--- src/rtl/instr_parser_pkg.sv ---
// Package: shared constants and the walk-state type for the instruction parser.
// Assumes byte-wide input and a 16-bit displacement.
package instr_parser_pkg;
    localparam int BYTE_W  = 8;
    localparam int DISP_W  = 2 * BYTE_W;
    localparam int LEN_W   = 2;

    // Fixed code points the walk depends on.
    localparam logic [BYTE_W-1:0] ADJ_OP_A   = 8'hD4;
    localparam logic [BYTE_W-1:0] ADJ_OP_B   = 8'hD5;
    localparam logic [BYTE_W-1:0] ADJ_SECOND = 8'h0A;
    localparam logic [2:0]        DIRECT_RM  = 3'b110;

    typedef enum logic [2:0] {
        PS_IDLE,
        PS_MODRM,
        PS_DISP_LO,
        PS_DISP_HI,
        PS_ADJ,
        PS_EMIT
    } parse_state_e;
endpackage

--- src/rtl/pfx_classify.sv ---
// Module: classifies a byte seen in opcode position.
// Reports whether it is a segment override (001SS110) and its code,
// and whether it opens a two-byte decimal-adjust instruction. Pure logic.
module pfx_classify
    import instr_parser_pkg::*;
(
    input  logic [BYTE_W-1:0] byte_i,
    output logic              is_prefix_o,
    output logic [1:0]        seg_code_o,
    output logic              is_adjust_o
);
    // Match prefix pattern and the two decimal-adjust opcodes.
    always_comb begin
        is_prefix_o = (byte_i[7:5] == 3'b001) && (byte_i[2:0] == 3'b110);
        seg_code_o  = byte_i[4:3];
        is_adjust_o = (byte_i == ADJ_OP_A) || (byte_i == ADJ_OP_B);
    end
endmodule

--- src/rtl/modrm_table.sv ---
// Module: looks an opcode up in a parameter list of opcodes that carry an
// operand-address byte. Assumes entries are distinct; one comparator each.
module modrm_table
    import instr_parser_pkg::*;
#(
    parameter int                          NUM_OPS = 4,
    parameter logic [NUM_OPS*BYTE_W-1:0]   OPS     = 32'hF7_88_8B_01
) (
    input  logic [BYTE_W-1:0] opcode_i,
    output logic              hit_o
);
    logic [NUM_OPS-1:0] match;

    for (genvar gi = 0; gi < NUM_OPS; gi++) begin : g_cmp
        // One comparator per table entry.
        assign match[gi] = (opcode_i == OPS[gi*BYTE_W +: BYTE_W]);
    end

    // Any entry matching is a hit.
    assign hit_o = |match;
endmodule

--- src/rtl/disp_rule.sv ---
// Module: maps the mod and rm fields to the number of displacement bytes.
// Assumes 16-bit addressing, where mod 00 with rm 110 is the direct form.
module disp_rule
    import instr_parser_pkg::*;
(
    input  logic [1:0]       mod_i,
    input  logic [2:0]       rm_i,
    output logic [LEN_W-1:0] len_o
);
    // Displacement length per mod value.
    always_comb begin
        unique case (mod_i)
            2'b00:   len_o = (rm_i == DIRECT_RM) ? LEN_W'(2) : LEN_W'(0);
            2'b01:   len_o = LEN_W'(1);
            2'b10:   len_o = LEN_W'(2);
            default: len_o = LEN_W'(0);
        endcase
    end
endmodule

--- src/rtl/instr_parser.sv ---
// Module: top of the instruction prefix and operand-address parser.
// Walks one byte per accepted cycle through prefix, opcode, operand-address
// and displacement bytes, then pulses out_valid for one cycle with the record.
// Assumes synchronous active-low reset; one bubble cycle per instruction.
module instr_parser
    import instr_parser_pkg::*;
#(
    parameter int                               NUM_MODRM_OPS = 4,
    parameter logic [NUM_MODRM_OPS*BYTE_W-1:0]  MODRM_OPS     = 32'hF7_88_8B_01
) (
    input  logic              clk,
    input  logic              rst_n,
    input  logic              in_valid,
    input  logic [7:0]        in_byte,
    output logic              in_ready,
    output logic              out_valid,
    output logic              out_has_seg,
    output logic [1:0]        out_seg,
    output logic              out_seg_err,
    output logic [7:0]        out_opcode,
    output logic              out_has_modrm,
    output logic [1:0]        out_mod,
    output logic [2:0]        out_aux,
    output logic [2:0]        out_rm,
    output logic [15:0]       out_disp,
    output logic [1:0]        out_disp_len,
    output logic              out_adjust
);
    parse_state_e       state_q;
    logic               has_seg_q, seg_err_q, has_modrm_q, adjust_q;
    logic [1:0]         seg_q, mod_q;
    logic [2:0]         aux_q, rm_q;
    logic [BYTE_W-1:0]  opcode_q;
    logic [DISP_W-1:0]  disp_q;
    logic [LEN_W-1:0]   len_q;

    logic               accept;
    logic               is_prefix, is_adjust, table_hit;
    logic [1:0]         seg_code;
    logic [LEN_W-1:0]   rule_len;

    pfx_classify u_pfx (
        .byte_i      (in_byte),
        .is_prefix_o (is_prefix),
        .seg_code_o  (seg_code),
        .is_adjust_o (is_adjust)
    );

    modrm_table #(
        .NUM_OPS (NUM_MODRM_OPS),
        .OPS     (MODRM_OPS)
    ) u_tbl (
        .opcode_i (in_byte),
        .hit_o    (table_hit)
    );

    disp_rule u_rule (
        .mod_i (in_byte[7:6]),
        .rm_i  (in_byte[2:0]),
        .len_o (rule_len)
    );

    // Handshake: bytes are refused only while the record is being presented.
    always_comb begin
        in_ready = (state_q != PS_EMIT);
        accept   = in_valid && in_ready;
    end

    // Byte walk and record accumulation.
    always_ff @(posedge clk) begin
        if (!rst_n) begin
            state_q     <= PS_IDLE;
            has_seg_q   <= 1'b0;
            seg_q       <= 2'b00;
            seg_err_q   <= 1'b0;
            opcode_q    <= '0;
            has_modrm_q <= 1'b0;
            mod_q       <= 2'b00;
            aux_q       <= 3'b000;
            rm_q        <= 3'b000;
            disp_q      <= '0;
            len_q       <= '0;
            adjust_q    <= 1'b0;
        end else begin
            unique case (state_q)
                PS_IDLE: if (accept) begin
                    if (is_prefix) begin
                        if (has_seg_q) begin
                            seg_err_q <= 1'b1;
                        end else begin
                            has_seg_q <= 1'b1;
                            seg_q     <= seg_code;
                        end
                    end else begin
                        opcode_q <= in_byte;
                        if (is_adjust) begin
                            state_q <= PS_ADJ;
                        end else if (table_hit) begin
                            has_modrm_q <= 1'b1;
                            state_q     <= PS_MODRM;
                        end else begin
                            state_q <= PS_EMIT;
                        end
                    end
                end
                PS_MODRM: if (accept) begin
                    mod_q   <= in_byte[7:6];
                    aux_q   <= in_byte[5:3];
                    rm_q    <= in_byte[2:0];
                    len_q   <= rule_len;
                    state_q <= (rule_len == '0) ? PS_EMIT : PS_DISP_LO;
                end
                PS_DISP_LO: if (accept) begin
                    disp_q  <= {{(DISP_W-BYTE_W){in_byte[BYTE_W-1]}}, in_byte};
                    state_q <= (len_q == LEN_W'(1)) ? PS_EMIT : PS_DISP_HI;
                end
                PS_DISP_HI: if (accept) begin
                    disp_q[DISP_W-1:BYTE_W] <= in_byte;
                    state_q                 <= PS_EMIT;
                end
                PS_ADJ: if (accept) begin
                    adjust_q <= (in_byte == ADJ_SECOND);
                    state_q  <= PS_EMIT;
                end
                PS_EMIT: begin
                    state_q     <= PS_IDLE;
                    has_seg_q   <= 1'b0;
                    seg_q       <= 2'b00;
                    seg_err_q   <= 1'b0;
                    opcode_q    <= '0;
                    has_modrm_q <= 1'b0;
                    mod_q       <= 2'b00;
                    aux_q       <= 3'b000;
                    rm_q        <= 3'b000;
                    disp_q      <= '0;
                    len_q       <= '0;
                    adjust_q    <= 1'b0;
                end
                default: state_q <= PS_IDLE;
            endcase
        end
    end

    // Record outputs come straight from the accumulators.
    always_comb begin
        out_valid     = (state_q == PS_EMIT);
        out_has_seg   = has_seg_q;
        out_seg       = seg_q;
        out_seg_err   = seg_err_q;
        out_opcode    = opcode_q;
        out_has_modrm = has_modrm_q;
        out_mod       = mod_q;
        out_aux       = aux_q;
        out_rm        = rm_q;
        out_disp      = disp_q;
        out_disp_len  = len_q;
        out_adjust    = adjust_q;
    end
endmodule

--- config.mk ---
export PLATFORM = sky130hd
export DESIGN_NAME = instr_parser
export DESIGN_NICKNAME = d
export VERILOG_FILES = /design/src/rtl/instr_parser_pkg.sv /design/src/rtl/pfx_classify.sv /design/src/rtl/modrm_table.sv /design/src/rtl/disp_rule.sv /design/src/rtl/instr_parser.sv
export SDC_FILE = /design/constraint.sdc
export NUM_CORES = 1
export LEC_CHECK = 0
export BUFFER_PORTS_ARGS = -buffer_cell sky130_fd_sc_hd__buf_2
export CORE_MARGIN = 2
export CORE_UTILIZATION = 41
export CTS_CLUSTER_DIAMETER = 40
export DETAILED_ROUTE_END_ITERATION = 10
export PLACE_DENSITY_LB_ADDON = 0.12
export SLEW_MARGIN = 20
export SYNTH_ARGS = -nofsm -noshare
export SYNTH_HDL_FRONTEND = slang
export SYNTH_HIERARCHICAL = 1
export SYNTH_SLANG_ARGS = --single-unit
export TNS_END_PERCENT = 20
--- constraint.sdc ---
create_clock -name clk -period 2.46 [get_ports clk]
set_clock_uncertainty 0.05 [all_clocks]
set_input_delay 0.246 -clock clk [delete_from_list [all_inputs] [get_ports clk]]
set_output_delay 0.246 -clock clk [all_outputs]
set_load 0.1 [all_outputs]
; Word level (Yosys, flattened, before mapping)
; Index checks and enable logic that the tools add are counted.
[word_totals]
regBits = 43
in_bits = 11
word_cells = 111
output_inout_bits = 42
[op_classes]
eq_ne = 30
muxes = 45
reduce_logical = 23
[ops]
columns = op, count
row1 = $eq 8x8->1 const B, 5
row2 = $mux 3, 11
row3 = $pmux 8 s2, 2
row4 = $mux 8, 3
row5 = $pmux 8 s3, 1
row6 = $ne 2x2->1 const B, 11
row7 = $mux 16, 1
row8 = $mux 2, 6
row9 = $pmux 2 s2, 3
row10 = $pmux 3 s2, 2
row11 = $pmux 3 s4, 1
row12 = $mux 1, 10
row13 = $reduce_and 5->1, 2
row14 = $eq 3x3->1 const B, 3
row15 = $reduce_and 3->1, 3
row16 = $eq 8x1->1 const B, 1
row17 = $eq 8x4->1 const B, 1
row18 = $pmux 1 s2, 4
row19 = $reduce_and 4->1, 2
row20 = $reduce_bool 2->1, 4
row21 = $eq 3x1->1 const B, 2
row22 = $eq 3x2->1 const B, 2
row23 = $pmux 2 s3, 1
row24 = $reduce_and 2->1, 3
row25 = 11 further kinds, 14

; Depth between registers and ports, before layout
; Gate-level depths: netlist of run 1.
[logic_depth]
depth_word = 7
ltp_mapped = 8
mapped_depth_nobuf = 6

; Modules after synthesis
; Netlist of run 1, hierarchy kept.
[by_module_without_submodules]
columns = mod, area_per_inst_um2, seq_area_each_um2, cells_each, instances
row1 = instr_parser, 1940.6, 860.8, 220, 1
row2 = modrm_table, 68.8, 0.0, 8, 1
row3 = pfx_classify, 57.6, 0.0, 6, 1
row4 = disp_rule, 22.5, 0.0, 4, 1

; Worst setup path after synthesis of run 1
; OpenSTA, ideal clock, no wires.
[synth_timing]
path_kind = register -> register
from = reg state_q[1]
to = reg seg_q[0], in the netlist out_seg[0]
arrival_time_ns = 2.306
n_path_buf = 4
setup_ns = 0.130
t_required_ns = 2.280
path_slack_ns = -0.026
path_stages_with_launch = 9
period_less_slack_ns = 2.486
cell_sequence = dfxtp_1 -> buf_2 -> and3b_1 -> clkbuf_1 -> inv_1 -> buf_2 -> buf_4 -> nand3_1 -> mux2i_1
[synth_via]
elab_cells_between_ends = 10
classes_between = eq/ne: 5 / mux: 1 / reduce/logical: 4
[synth_rtl]
columns = element, line
row1 = "start, declared", instr_parser.sv:29  ; parse_state_e state_q;
row2 = "start signal, assigned", instr_parser.sv:111  ; state_q <= (rule_len == '0) ? PS_EMIT : PS_DISP_LO;
row3 = "start signal, assigned", instr_parser.sv:115  ; state_q <= (len_q == LEN_W'(1)) ? PS_EMIT : PS_DISP_HI;
row4 = $eq 3x3->1 (*), n/a
row5 = via out_valid, instr_parser.sv:16  ; output logic out_valid,
row6 = $reduce_bool 2->1 (no source line), n/a
row7 = $reduce_and 4->1 (no source line), n/a
row8 = "end signal, assigned", instr_parser.sv:92  ; seg_q <= seg_code;
row9 = "end, declared", instr_parser.sv:31  ; logic [1:0] seg_q, mod_q;
; Mark *: on every way through the listed nets, which the timed path passes. The rest lies on a longest branch.
; A chain may end at the register's enable or synchronous reset.

; Worst setup path in the final report of run 1
[layout_timing]
from = reg state_q[1]
to = out in_ready
[layout_via]
elab_chain_cells = 1
[layout_rtl]
columns = element, line
row1 = $ne 3x3->1, instr_parser.sv:65  ; in_ready = (state_q != PS_EMIT);
row2 = "end, declared", instr_parser.sv:15  ; output logic in_ready,
; Every way passes these cells.

==> results of run 1 <==
[report_power, final]
| group | total (mW) | internal (mW) | switching, mW |
|---|---|---|---|
| logic | 0.506 | 0.111 | 0.394 |
| registers | 0.766 | 0.735 | 0.0314 |
| clock network | 0.414 | 0.190 | 0.225 |
| total | 1.69 | 1.04 | 0.650 |
[placed cells by master, fill, tap and decap left out, types with 3 or more instances in the layout]
cell type,synthesis,layout
a31oi_1,3,3
dfxtp_1,43,43
nand3b_1,3,3
buf_4,3,13
nand2b_1,5,5
o221a_2,7,7
inv_1,6,6
o21ai_0,13,13
nand3_1,18,18
mux2i_1,10,10
and2_1,8,8
nand2_1,32,32
a21oi_1,6,6
clkbuf_8,0,5
buf_2,3,52
nor2b_1,4,4
a21boi_0,18,18
nor2_1,7,7
[synth_stat cells, types with 2 or more instances]
cell / count
dfxtp_1: 43
nand2_1: 32
a21boi_0: 18
nand3_1: 18
clkbuf_1: 13
o21ai_0: 13
mux2i_1: 10
and2_1: 8
nor2_1: 7
o221a_2: 7
a21oi_1: 6
inv_1: 6
nand2b_1: 5
nor2b_1: 4
a31oi_1: 3
buf_2: 3
buf_4: 3
nand3b_1: 3
and3b_1: 2
nand4_1: 2
nand4bb_1: 2
nor3_1: 2
nor3b_1: 2
nor4b_1: 2
nor4bb_1: 2
or3b_2: 2
[final cells by class]
cell class	instances	area [um^2]	area share
Sequential cell	43	861	0.343
Multi-Input combinational cell	169	1110	0.442
Inverter	6	22.5	0.00899
Timing Repair Buffer	65	358	0.143
Tap cell	67	83.8	0.0334
Clock buffer	6	72.6	0.0290
[worst min-delay path by stage]
stage                            endpoint  slack, ns  cells after the start                  startpoint
2_1_floorplan     out_aux[2]$_SDFFE_PN0P_       0.34                      2                  in_byte[5]
3_5_place_dp      out_seg[0]$_SDFFE_PN0P_       0.40                      2     out_seg[0]$_SDFFE_PN0P_
6_report           out_rm[0]$_SDFFE_PN0P_       0.25                      3                  in_byte[0]
5_1_grt          out_disp[0]$_SDFFE_PN0P_       0.25                      3                  in_byte[0]
3_3_place_gp   out_opcode[1]$_SDFFE_PN0P_       0.40                      2  out_opcode[1]$_SDFFE_PN0P_
4_1_cts          out_disp[0]$_SDFFE_PN0P_       0.24                      3                  in_byte[0]
[worst min-delay path, stage by stage]
cell	delay, ns
buf_2	0.16
nand2_1	0.07
a21boi_0	0.07
[sequential cells by signal, summed over array words and instances (netlist names)]
| signal | cells |
|---|---|
| out_disp_len | 2 |
| out_seg | 2 |
| out_disp | 16 |
| out_has_seg | 1 |
| out_seg_err | 1 |
| out_adjust | 1 |
| out_opcode | 8 |
| out_has_modrm | 1 |
| out_rm | 3 |
| state_q | 3 |
| out_aux | 3 |
| out_mod | 2 |
[per-layer routing]
layer,global-route usage,wire length (um),vias up
met4,0.0526,42,0
li1,-,-,958
met1,0.285,2630,905
met2,0.303,2540,41
met5,0,0,-
met3,0.0384,195,5
[logic make-up after synthesis]
group / synth area share
and+or+nand+nor: 0.262
buffers and inverters: 0.0575
AOI/OAI and AO/OA: 0.213
muxes: 0.0551
DFF: 0.412
==> flow_metrics.env, run 1 <==
export IMPL_status="completed"
export IMPL_rsz0062_at_grt="false"
export IMPL_p_leak_nw=1.07
export IMPL_postSynth_asyncResetShare=0
export IMPL_num_antenna_cells=0
export IMPL_die_h_um=75.4
export IMPL_syn_num_nets=249
export IMPL_synthCells=238
export IMPL_ir_worst_vdd_mv=0.301
export IMPL_wl_mm=5.41
export IMPL_critPathLaunchType="flip-flop"
export IMPL_drc=0
export IMPL_io_pins=53
export IMPL_criticalPathCategory="flip-flop to output port"
export IMPL_ys_seq_elements=43
export IMPL_clk_pin_slew_ns=0.08
export IMPL_grt_pass1_vias=1712
export IMPL_final_cell_area_um2=2510
export IMPL_cts_sinks=43
export IMPL_power_mw=1.69
export IMPL_crit_path_max_incr_delay_ns=0.67
export IMPL_die_area_um2=5680
export IMPL_place_area_um2=2430
export IMPL_ys_seq_area_frac=0.412
export IMPL_grt_pass1_wl_mm=8.59
export IMPL_htreeDepth=2
export IMPL_path_buf_inv=2
export IMPL_finalHoldViolations=0
export IMPL_drtPass1Iterations=4
export IMPL_antenna_found_initial=0
export IMPL_vias=1909
export IMPL_drive_gt1_frac=0.291
export IMPL_cp_slowest_cell="dfxtp_1"
export IMPL_synth_largest_area_cell="dfxtp_1"
export IMPL_fmax_mhz=472
export IMPL_min_path_type="input pin to flip-flop"
export IMPL_avgViaCountPerCell=5.36
export IMPL_report_final_slew_viol_count=0
export IMPL_core_um2=4820
export IMPL_finalWeightedCongestion=0.797
export IMPL_grt_overflow=0
export IMPL_cts_hold_buffers=0
export IMPL_start_util=0.434
export IMPL_cpLargestDelayFamily="flip-flops"
export IMPL_clock_path_buffers=2
export IMPL_rows=25
export IMPL_dpl_hpwl_mm=3.84
export IMPL_setup_tns_final_ns=0
export IMPL_yosysTopAreaCellShare=0.412
export IMPL_synth_edff_count=0
export IMPL_cp_end_kind="output port"
export IMPL_syn_to_final_growth_pct=19.9
export IMPL_crit_chain="and3b_1 -> inv_1 -> buf_2"
export IMPL_fin_nets=301
export IMPL_yosys_warnings=6
export IMPL_synth_area_per_cell_um2=8.78
export IMPL_grt_usage=0.198
export IMPL_crit_fanout=19
export IMPL_drt_initial_drc_count=89
export IMPL_r2r_start="state_q[1]$_SDFFE_PN0P_"
export IMPL_r2r_end="out_disp[10]$_SDFFE_PN0P_"
export IMPL_grt_max_degree=22
export IMPL_reg2reg_setup_slack_ns=0.59
export IMPL_setup_viol_count_final=0
export IMPL_maxCapViolations=0
export IMPL_worstMarginPinSlew_ns=0.630
export IMPL_final_util=0.520
export IMPL_synth_main_ff_cell="dfxtp_1"
export IMPL_cts_tree="done"
export IMPL_portBuffers=52
export IMPL_synth_area_top_cells="dfxtp_1, a21boi_0, nand2_1"
export IMPL_routedWlPerCell_um=15.2
export IMPL_setup_slack_ns=0.341
export IMPL_fill_cells=509
export IMPL_ys_types=46
export IMPL_dp_slack_ns=0.148
export IMPL_clock_latency_ns=0.29
export IMPL_cp_data_required_time_ns=2.16
export IMPL_cts_setup_buffers=0
export IMPL_cts_root_buffer="clkbuf_8"
export IMPL_critical_path_startpoint="state_q[1]$_SDFFE_PN0P_"
export IMPL_cp_depth=3
export IMPL_fin_crit_sh=0.861
export IMPL_period_needed_ns=2.12
export IMPL_cp_endpoint="in_ready"
export IMPL_die_x_um=75.4
export IMPL_relSlewSlack=0.578
export IMPL_r2r_cells=3
export IMPL_cts_buffers=5
export IMPL_holdWs_ns=0.248
export IMPL_dpl_cell_count=350
export IMPL_power_density_nw_per_um2=673
export IMPL_syn_area_um2=2090
export IMPL_ant_nets=0
export IMPL_cts_resized=0
export IMPL_final_cells=356
export IMPL_arrival_ns=1.82
Power figures use the tool's default switching activity.
==> inputs of run 2 (changes only) <==
==> constraint.sdc (replaced) <==
create_clock -name clk -period 2.2 [get_ports clk]
set_clock_uncertainty 0.05 [all_clocks]
set_input_delay 0.22 -clock clk [delete_from_list [all_inputs] [get_ports clk]]
set_output_delay 0.22 -clock clk [all_outputs]
set_load 0.1 [all_outputs]
==> flow_metrics.env, run 2 (synthesis gave the netlist of run 1 again) <==
export IMPL_status="completed"
export IMPL_ant_nets=0
export IMPL_cts_resized=0
export IMPL_setup_viol_count_final=0
export IMPL_clock_path_buffers=2
export IMPL_comb_power_share=0.297
export IMPL_mostFrequentLayoutCells="buf_2, dfxtp_1, nand2_1"
export IMPL_p_leak_nw=1.11
export IMPL_wl_mm=5.32
export IMPL_reg2reg_setup_slack_ns=0.35
export IMPL_criticalPathCategory="flip-flop to output port"
export IMPL_die_h_um=75.4
export IMPL_period_needed_ns=2.06
export IMPL_relSlewSlack=0.607
export IMPL_vias=1932
export IMPL_grt_overflow=0
export IMPL_grt_pass1_wl_mm=8.72
export IMPL_r2r_cells=3
export IMPL_dp_slack_ns=-0.0658
export IMPL_dr_wl_met3_um=259
export IMPL_io_pins=53
export IMPL_worstMarginPinSlew_ns=0.587
export IMPL_power_mw=1.94
export IMPL_arrival_ns=1.79
export IMPL_cts_buffers=5
export IMPL_maxCapViolations=0
export IMPL_met2_length_mm=2.50
export IMPL_final_util=0.534
export IMPL_dpl_cell_count=355
export IMPL_grt_pass1_vias=1769
export IMPL_avgViaCountPerCell=5.34
export IMPL_dpl_hpwl_mm=3.79
export IMPL_fin_crit_sh=0.937
export IMPL_r2r_start="state_q[2]$_SDFFE_PN0P_"
export IMPL_crit_fanout=18
export IMPL_grt_max_degree=26
export IMPL_min_path_type="input pin to flip-flop"
export IMPL_start_util=0.434
export IMPL_cp_end_kind="output port"
export IMPL_top_layer="met4"
export IMPL_drtPass1Iterations=4
export IMPL_power_density_nw_per_um2=755
export IMPL_htreeDepth=2
export IMPL_p_sw_mw=0.741
export IMPL_largest_reg_flops=16
export IMPL_power_frac_clock=0.262
export IMPL_final_cell_area_um2=2570
export IMPL_cts_hold_buffers=0
export IMPL_power_share_switching=0.382
export IMPL_num_antenna_cells=0
export IMPL_syn_to_final_growth_pct=23.2
export IMPL_wl_met1_mm=2.49
export IMPL_drt_initial_drc_count=100
export IMPL_cts_sinks=43
export IMPL_finalHoldViolations=0
export IMPL_rows=25
export IMPL_ir_worst_vdd_mv=0.281
export IMPL_finalWeightedCongestion=0.810
export IMPL_core_um2=4820
export IMPL_cp_endpoint="in_ready"
export IMPL_grt_usage=0.203
export IMPL_setup_slack_ns=0.139
export IMPL_p_int_mw=1.20
export IMPL_die_x_um=75.4
export IMPL_antenna_found_initial=0
export IMPL_report_final_slew_viol_count=0
export IMPL_die_area_um2=5680
export IMPL_fin_nets=306
export IMPL_critPathLaunchType="flip-flop"
export IMPL_portBuffers=52
export IMPL_cts_root_buffer="clkbuf_8"
export IMPL_pwr_share_seq=0.440
export IMPL_cp_data_required_time_ns=1.93
export IMPL_drive_gt1_frac=0.308
export IMPL_min_from="in_byte[1]"
export IMPL_r2r_end="out_has_modrm$_SDFFE_PN0P_"
export IMPL_cts_tree="done"
export IMPL_fmax_mhz=485
export IMPL_critical_path_startpoint="state_q[2]$_SDFFE_PN0P_"
export IMPL_routedWlPerCell_um=14.7
export IMPL_clk_pin_slew_ns=0.08
export IMPL_place_area_um2=2490
export IMPL_final_cells=362
export IMPL_drc=0
export IMPL_rsz0062_at_grt="false"
export IMPL_cts_setup_buffers=0
export IMPL_clock_latency_ns=0.29
export IMPL_layout_commonest_cell="buf_2"
run 2: cell count changes in the layout (fill, tap and decap cells not counted), sizes merged:
cell,delta
buf,+5
clkinv,+1
run 2: per-layer routing:
metal,vias to the layer above,GRT usage
li1,970,-
met1,912,0.272
met2,45,0.324
met3,5,0.0463
met4,0,0.0702
met5,-,0
run 2: worst min path at each step:
stage | slack, ns | cells past startpoint | to
3_3_place_gp | 0.40 | 2 | out_opcode[1]$_SDFFE_PN0P_
3_5_place_dp | 0.40 | 2 | out_opcode[1]$_SDFFE_PN0P_
5_1_grt | 0.23 | 3 | out_rm[1]$_SDFFE_PN0P_
2_1_floorplan | 0.31 | 2 | out_aux[2]$_SDFFE_PN0P_
4_1_cts | 0.24 | 3 | out_rm[1]$_SDFFE_PN0P_
6_report | 0.23 | 3 | out_rm[1]$_SDFFE_PN0P_
run 2: power by group through the flow:
stage / logic [mW] / registers (mW) / clock network, mW
4_1_cts: 0.580 / 0.855 / 0.527
3_5_place_dp: 0.580 / 0.873 / 0
2_1_floorplan: 0.192 / 1.14 / 0
3_3_place_gp: 0.577 / 0.873 / 0
5_1_grt: 0.608 / 0.862 / 0.559
6_report: 0.577 / 0.855 / 0.510
run 2: layout make-up:
cell class / instances / area, um^2
fillers: 488 / 2240
multi-input cells: 169 / 1110
flip-flops and latches: 43 / 861
repair buffers: 70 / 410
well taps: 67 / 83.8
clock buffers: 6 / 82.6
inverters: 6 / 22.5
clock inverters: 1 / 5.00
run 2: stage by stage:
stage | hold slack, ns | setup TNS, ns
finish | 0.232 | 0
global route | 0.229 | 0
CTS | 0.240 | 0
detailed placement | 0.399 | -0.0658
global placement | 0.396 | -0.0466
floorplan | 0.315 | 0
run 2: worst max-delay path: stages (launching register included):
cell and delay [ns]:
dfxtp_1 0.65, and3b_1 0.33, inv_1 0.11, buf_4 0.22
buf_12 0.18
